### src/rtl/gpio_pkg.sv
package gpio_pkg;
  localparam int NUM_REGS = 13;
  typedef enum logic [3:0] {
    RG_MASK    = 4'd0,
    RG_DIR     = 4'd1,
    RG_OUT     = 4'd2,
    RG_TTYPE   = 4'd3,
    RG_EPOL    = 4'd4,
    RG_LPOL    = 4'd5,
    RG_SLPMASK = 4'd6,
    RG_SLPOUT  = 4'd7,
    RG_FLTOUT  = 4'd8,
    RG_STATUS  = 4'd9,
    RG_ALT     = 4'd10,
    RG_SLPCFG  = 4'd11,
    RG_LEVEL   = 4'd12
  } reg_idx_e;
endpackage

### src/rtl/gpio_regs.sv
module gpio_regs
  import gpio_pkg::*;
#(
  parameter int NPINS  = 16,
  parameter int ADDR_W = 8
) (
  input  logic              clk,
  input  logic              rst_n,
  input  logic [ADDR_W-1:0] addr,
  input  logic              wr_en,
  input  logic [NPINS-1:0]  wdata,
  output logic [NPINS-1:0]  rdata,
  input  logic [NPINS-1:0]  pin_in,
  input  logic [NPINS-1:0]  status,
  output logic [NPINS-1:0]  clr_mask,
  output logic [NPINS-1:0]  mask_q,
  output logic [NPINS-1:0]  dir_q,
  output logic [NPINS-1:0]  out_q,
  output logic [NPINS-1:0]  ttype_q,
  output logic [NPINS-1:0]  epol_q,
  output logic [NPINS-1:0]  lpol_q
);
  localparam int IDX_W = ADDR_W - 2;

  logic [NPINS-1:0] cfg_q [NUM_REGS];
  logic [IDX_W-1:0] idx;
  logic             hit;
  logic             status_wr;

  assign idx       = addr[ADDR_W-1:2];
  assign hit       = (addr[1:0] == 2'b00) && (idx < IDX_W'(NUM_REGS));
  assign status_wr = wr_en && hit && (idx == IDX_W'(RG_STATUS));
  assign clr_mask  = status_wr ? ~wdata : '0;

  genvar g;
  generate
    for (g = 0; g < NUM_REGS; g++) begin : g_cfg
      if (g == int'(RG_STATUS) || g == int'(RG_LEVEL)) begin : g_none
        assign cfg_q[g] = '0;
      end else begin : g_store
        always_ff @(posedge clk or negedge rst_n) begin
          if (!rst_n) cfg_q[g] <= '0;
          else if (wr_en && hit && idx == IDX_W'(g)) cfg_q[g] <= wdata;
        end
      end
    end
  endgenerate

  always_comb begin
    rdata = '0;
    if (hit) begin
      case (idx)
        IDX_W'(RG_STATUS): rdata = status;
        IDX_W'(RG_LEVEL):  rdata = pin_in;
        default:           rdata = cfg_q[idx[3:0]];
      endcase
    end
  end

  assign mask_q  = cfg_q[RG_MASK];
  assign dir_q   = cfg_q[RG_DIR];
  assign out_q   = cfg_q[RG_OUT];
  assign ttype_q = cfg_q[RG_TTYPE];
  assign epol_q  = cfg_q[RG_EPOL];
  assign lpol_q  = cfg_q[RG_LPOL];

  // a write outside the map leaves the direction register untouched
  a_r10_stray_write: assert property (@(posedge clk) disable iff (!rst_n)
    (wr_en && !hit) |=> $stable(dir_q));
endmodule

### src/rtl/gpio_pin_detect.sv
module gpio_pin_detect (
  input  logic clk,
  input  logic rst_n,
  input  logic pin,
  input  logic edge_mode,
  input  logic edge_pol,
  input  logic level_pol,
  input  logic clr,
  output logic st
);
  logic prev_q;
  logic st_q;
  logic evt;

  assign evt = edge_mode ? ((pin != prev_q) && (pin == edge_pol))
                         : (pin == level_pol);

  always_ff @(posedge clk or negedge rst_n) begin
    if (!rst_n) begin
      prev_q <= 1'b0;
      st_q   <= 1'b0;
    end else begin
      prev_q <= pin;
      st_q   <= (st_q && !clr) || evt;
    end
  end

  assign st = st_q;

  a_r4_level_sets: assert property (@(posedge clk) disable iff (!rst_n)
    (!edge_mode && pin == level_pol) |=> st);
  a_r5_steady_quiet: assert property (@(posedge clk) disable iff (!rst_n)
    (edge_mode && pin == prev_q && clr) |=> !st);
  a_r6_sticky: assert property (@(posedge clk) disable iff (!rst_n)
    (st && !clr) |=> st);
endmodule

### src/rtl/gpio_bank.sv
module gpio_bank
  import gpio_pkg::*;
#(
  parameter int NPINS  = 16,
  parameter int ADDR_W = 8
) (
  input  logic              clk,
  input  logic              rst_n,
  input  logic [ADDR_W-1:0] addr,
  input  logic              wr_en,
  input  logic [NPINS-1:0]  wdata,
  output logic [NPINS-1:0]  rdata,
  input  logic [NPINS-1:0]  pin_in,
  output logic [NPINS-1:0]  pin_oe,
  output logic [NPINS-1:0]  pin_out,
  output logic              irq
);
  logic [NPINS-1:0] status, clr_mask, mask_q, dir_q, out_q;
  logic [NPINS-1:0] ttype_q, epol_q, lpol_q;

  gpio_regs #(.NPINS(NPINS), .ADDR_W(ADDR_W)) u_regs (
    .clk(clk), .rst_n(rst_n), .addr(addr), .wr_en(wr_en), .wdata(wdata),
    .rdata(rdata), .pin_in(pin_in), .status(status), .clr_mask(clr_mask),
    .mask_q(mask_q), .dir_q(dir_q), .out_q(out_q), .ttype_q(ttype_q),
    .epol_q(epol_q), .lpol_q(lpol_q)
  );

  genvar p;
  generate
    for (p = 0; p < NPINS; p++) begin : g_pin
      gpio_pin_detect u_det (
        .clk(clk), .rst_n(rst_n), .pin(pin_in[p]), .edge_mode(ttype_q[p]),
        .edge_pol(epol_q[p]), .level_pol(lpol_q[p]), .clr(clr_mask[p]),
        .st(status[p])
      );
    end
  endgenerate

  assign pin_oe  = dir_q;
  assign pin_out = out_q;
  assign irq     = |(status & ~mask_q);

  a_r2_dir_follows: assert property (@(posedge clk) disable iff (!rst_n)
    (wr_en && addr == ADDR_W'(8'h04)) |=> (pin_oe == $past(wdata)));
  a_r2_out_follows: assert property (@(posedge clk) disable iff (!rst_n)
    (wr_en && addr == ADDR_W'(8'h08)) |=> (pin_out == $past(wdata)));
endmodule

### config.mk
export PLATFORM = sky130hd
export DESIGN_NAME = gpio_bank
export DESIGN_NICKNAME = d
export VERILOG_FILES = /design/src/rtl/gpio_pkg.sv /design/src/rtl/gpio_regs.sv /design/src/rtl/gpio_pin_detect.sv /design/src/rtl/gpio_bank.sv
export SDC_FILE = /design/constraint.sdc
export NUM_CORES = 1
export LEC_CHECK = 0
export BUFFER_PORTS_ARGS = -buffer_cell sky130_fd_sc_hd__buf_4
export CAP_MARGIN = 20
export CORE_ASPECT_RATIO = 0.75
export CORE_MARGIN = 2
export CORE_UTILIZATION = 55
export CTS_CLUSTER_SIZE = 30
export DETAILED_ROUTE_END_ITERATION = 10
export PLACE_DENSITY = 0.84
export SLEW_MARGIN = 20
export SYNTH_ARGS = -nofsm -noshare
export SYNTH_HDL_FRONTEND = slang
export SYNTH_HIERARCHICAL = 1
export SYNTH_SLANG_ARGS = --single-unit
### constraint.sdc
create_clock -name clk -period 3.31 [get_ports clk]
set_input_delay 0.662 -clock clk [delete_from_list [all_inputs] [get_ports clk]]
set_output_delay 0.662 -clock clk [all_outputs]
set_load 0.02 [all_outputs]
== After elaboration in Yosys (flattened, before gate mapping) ==
Index checks and enable logic that the tools add are counted.

* Word-level logic and storage cells: 212
* Bits in registers: 208
* Output and inout bits: 49
* Input port bits: 43

* Reductions and logical operators: 81
* Muxes and demuxes: 22
* Order comparisons: 2
* Equality and inequality tests: 60
* Bitwise operators: 4

{| class="wikitable"
|+ Operator list
! operator !! number
|-
| binary-select mux 16 bit (select 4 bit) || 1
|-
| 2-to-1 mux 16 bit || 4
|-
| logical AND 1 bit || 46
|-
| == test 1 bit || 32
|-
| NOT 16 bit || 2
|-
| case mux 16 bit (2 select lines) || 1
|-
| == test 6 x 4 -> 1 bit, second input constant || 5
|-
| == test 6 x 3 -> 1 bit, second input constant || 4
|-
| AND 16 bit || 1
|-
| logical NOT 1 bit || 16
|-
| logical OR 1 bit || 16
|-
| 2-to-1 mux 1 bit || 16
|-
| inequality test 1 bit || 16
|-
| OR reduction 16 bit || 1
|-
| == test 6 x 2 -> 1 bit, second input constant || 2
|-
| == test 6 x 1 -> 1 bit, second input constant || 1
|-
| logical NOT 6 bit || 1
|-
| less-than comparator 6 x 4 -> 1 bit, second input constant || 1
|-
| greater-or-equal comparator 5 bit, second input constant || 1
|-
| NOT 4 -> 5 bit || 1
|-
| logical NOT 2 bit || 1
|}

== Logic depth before layout (Yosys ltp) ==
* Depth in word-level cells: 8
* Mapped depth: 8
* Gate-level depth less buffers: 4

== Cells and area by module ==
Netlist, hierarchy kept.

{| class="wikitable"
|+ Modules (own cells, without submodules)
! module !! seq. area each (µm²) !! cells each !! area an instance (µm²) !! instances
|-
| gpio_regs || 4,404.2 || 758 || 9,510.4 || 1
|-
| gpio_pin_detect || 50.0 || 10 || 95.1 || 16
|-
| gpio_bank || 0.0 || 21 || 178.9 || 1
|}

== Worst setup path before layout ==
No wires, ideal clock.

* Path type: input to output
* Start: in addr[4]
* End: out rdata[14]
* Stages: 6
* Arrival: 2,400 ps
* Required time: 2,648 ps
* Path buffers: 2
* Setup slack: 248 ps
* Cells stage by stage: buf_2 nor4bb_1 and2_1 buf_2 a22oi_1 a31oi_1

* Longest elaborated chain between the ends: 6
* Elaborated cells on any way between the ends: 10
* Classes of those cells: order compare: 1; eq/ne: 2; mux: 5; bitwise: 1; reduce/logical: 1

{| class="wikitable"
|+ Ends and longest elaborated chain
! what !! RTL line !! text
|-
| from (decl) || gpio_bank.sv:9 || <nowiki>input logic [ADDR_W-1:0] addr,</nowiki>
|-
| NOT 4 -> 5 bit (implied by the code) || gpio_regs.sv:55 || <nowiki>default: rdata = cfg_q[idx[3:0]];</nowiki>
|-
| binary-select mux 16 bit (select 4 bit) || gpio_regs.sv:55 ||
|-
| 2-to-1 mux 16 bit (implied by the code) (2 in a row) || gpio_regs.sv:55 ||
|-
| case mux 16 bit (2 select lines) || gpio_regs.sv:52 || <nowiki>case (idx)</nowiki>
|-
| 2-to-1 mux 16 bit (*) || gpio_regs.sv:51 || <nowiki>if (hit) begin</nowiki>
|-
| to (decl) || gpio_bank.sv:12 || <nowiki>output logic [NPINS-1:0] rdata,</nowiki>
|}

Every way passes the cells marked *; elsewhere a longest branch is shown, timed or not. The select of a mux whose other input is x is not followed.

== Worst setup path in the final report ==
* Start: in addr[7]
* End: out rdata[15]

* Longest elaborated chain between the ends: 3
* Elaborated cells on any way between the ends: 6
* Classes of those cells: order compare: 1; eq/ne: 2; mux: 2; reduce/logical: 1

{| class="wikitable"
|+ Ends and longest elaborated chain
! what !! RTL line
|-
| less-than comparator 6 x 4 -> 1 bit / == test 6 x 4 -> 1 bit (equally long branches) || gpio_regs.sv:31, gpio_regs.sv:52
|-
| logical AND 1 bit / case mux 16 bit (2 select lines) (equally long branches) || gpio_regs.sv:31, gpio_regs.sv:52
|-
| 2-to-1 mux 16 bit (*) || gpio_regs.sv:51
|}

Every way passes the cells marked *; elsewhere a longest branch is shown, timed or not.

==> metrics.txt <==
Remaining DRCs 0; R2R Setup Slk 2.24 ns; Hold Buf Count CTS 0; Area growth syn-to-layout 10.7%; Reg-to-Reg Start u_regs/ttype_q[6]$_DFFE_PN0P_; post-synth top area cell dfrtp_1; CTS root buf clkbuf_16; commonest non-fill, non-tap cell in the layout dfrtp_1; Synth area leaders dfrtp_1 46%, mux2_2 15%, buf_4 6.6%, mux2_4 4.0%, mux4_2 3.4%; status finished, final reports clean; H-tree Lvls 1; Post-Synthesis Cells 939; ant diodes 0; syn avg cell area 11.9 sq um; Die X 169 um; Worst Path Arrival 2.55 ns; half-perimeter wire length after placement 18700 um; CTS tree yes; CP Data Required Time 2.65 ns; DIE AREA 21600 sq um; Final Util 61.8%; share of cells above drive strength 1 40.8%; vias in the first global route 7927; clock slew at reported path FFs 0.06 ns; core area 20100 sq um; Die Ht 128 um; flops & latches, synth 208; GRT Util Overall 27.1%; TritonCTS Sinks 208; number of fill cells in the layout 1505; RSZ-0062 raised after global routing no; endpoints failing hold 0; largest net degree at the start of global routing 88; Worst Tran Pin Value 0.757 ns; sequential-to-total area share from yosys stat 46.4%; commonest non-fill, non-tap cells in the layout 208 x dfrtp_1, 148 x mux2_2, 131 x buf_4, 53 x inv_1, 39 x nor2_1; Post-Syn Area 11200 sq um; Starting Density 55.8%; asr flop ratio synth 100%; DP Area 11600 sq um; Slew Limit Fails 0; Final Hold Slack 0.158 ns; ANT nets after route 0; fraction of post-synthesis cell area in the top cell type by area 46.4%; TritonRoute pass-1 iters 5; final setup fails 0; DRT iter0 DRCs 910; crit path launch addr[7]; num rows 45; worst r2r path cells 3; startpoint types input pin; Post-CTS Resized 0; post-CTS repair timing setup buffer count 0; Mapped Nets 982; nets@finish 987; Setup TNS 0 ns; clock skew 0.0102 ns; Yosys cell types 47; Placer Congestion 0.884; Storage cell area 5200 sq um; Port Buffers 91; RR Endpoint g_pin[6].u_det/st$_DFF_PN0_; crit path time final 3.21 ns; Post-synth EDFFs 0; Ys Warns 6; Hold Path Class in2async; LEAKAGE 5.99 nW; CP Capture Type output port; Ports 92; initial antenna violation count 0; CTS Buffer Depth 3; Max Cap Violations 0; period utilization 97.1%; clock latency on the worst-skew pair 0.51 ns; post-route cell area 12400 sq um; Vias per Instance 6.34; ys flop type dfrtp_1; total global routing overflow 0; Max Freq 0.311 GHz; multi-input logic area 4790 sq um; CP Class in2out; max_slew headroom 49.4%; Cell Pwr Density 479 nW/um^2; DR WL/cell 23.8 um; final wirelength 28900 um; routed vias 7715; worst vdd ir 0.351 mV; crit-path max FO 4; CTS Buf Count 22; global-route wire length before repair 44900 um
-- registers in the layout (all words and copies together), names as in the netlist --
register            count
u_regs/mask_q          16
g_pin.u_det/prev_q     16
u_regs/epol_q          16
u_regs/lpol_q          16
u_regs/cfg_q           80
u_regs/ttype_q         16
u_regs/dir_q           16
u_regs/out_q           16
g_pin.u_det/st         16
-- stage by stage --
| step | std cells | power (mW) | worst slack [ns] |
|---|---|---|---|
| final | 1217 | 5.95 | 0.0972 |
| after global routing | 1217 | 6.13 | 0.0647 |
| after CTS | 1217 | 5.97 | 0.0922 |
| after detailed placement | 1178 | 3.38 | 0.105 |
| after global placement | 1178 | 3.35 | 0.117 |
| after floorplan | 939 | 3.18 | 0.248 |
-- critical path: stages --
cell      delay, ns
buf_4          0.13
or4_4          0.56
a221oi_2       0.30
buf_4          0.18
o31ai_1        0.06
o32ai_1        0.43
buf_4          0.22
-- Yosys cell counts, drive strengths merged (3+ instances only) --
library cell	n
buf	126
and2	3
mux4	17
nor3	3
o211ai	15
nand2	32
o31ai	4
a2111oi	10
o21ai	8
mux2	178
mux2i	32
a21oi	8
dfrtp	208
o221a	16
a22oi	17
a311oi	16
inv	53
clkbuf	31
nand3	29
a21o	6
nor2	42
a211oi	6
and3	4
nor2b	27
a41o	6
o22ai	29
-- worst max path at each step --
stage | end | cells past startpoint | slack [ns]
finish | rdata[15] | 7 | 0.1
global route | rdata[15] | 7 | 0.06
CTS | rdata[15] | 7 | 0.09
detailed placement | rdata[15] | 7 | 0.11
global placement | rdata[15] | 7 | 0.12
floorplan | rdata[14] | 6 | 0.25
-- kinds of logic (layout without fill, tap and decap cells) --
family          after synthesis  after routing  share of synthesized area (%)
mux                         227            227                           25.2
buf+inv                     211            231                           10.8
flops                       208            208                           46.4
simple gates                147            147                           7.22
compound gates              146            146                           10.4
-- cell type report --
cell class,instances,share of cell area [%]
tap,258,2.60
sequential,208,41.9
multi-input combinational,520,38.6
inverter,54,1.63
clock buffer,31,5.44
timing repair buffer,138,9.00
clock inverter,8,0.776
-- power by group --
part           switching (mW)  internal [mW]
Sequential             0.0929           2.66
Combinational           0.321          0.271
Clock                    1.03           1.58
-- layer usage --
| metal | share of wire (%) | vias to the layer above | GRT usage (%) |
|---|---|---|---|
| met5 | 0 | - | 0 |
| met4 | 3.6 | 0 | 9.79 |
| met3 | 8.6 | 85 | 5.45 |
| li1 | - | 3306 | - |
| met2 | 47 | 342 | 43.7 |
| met1 | 41 | 3982 | 36.8 |
No activity file was read; power rests on OpenSTA's default activity.
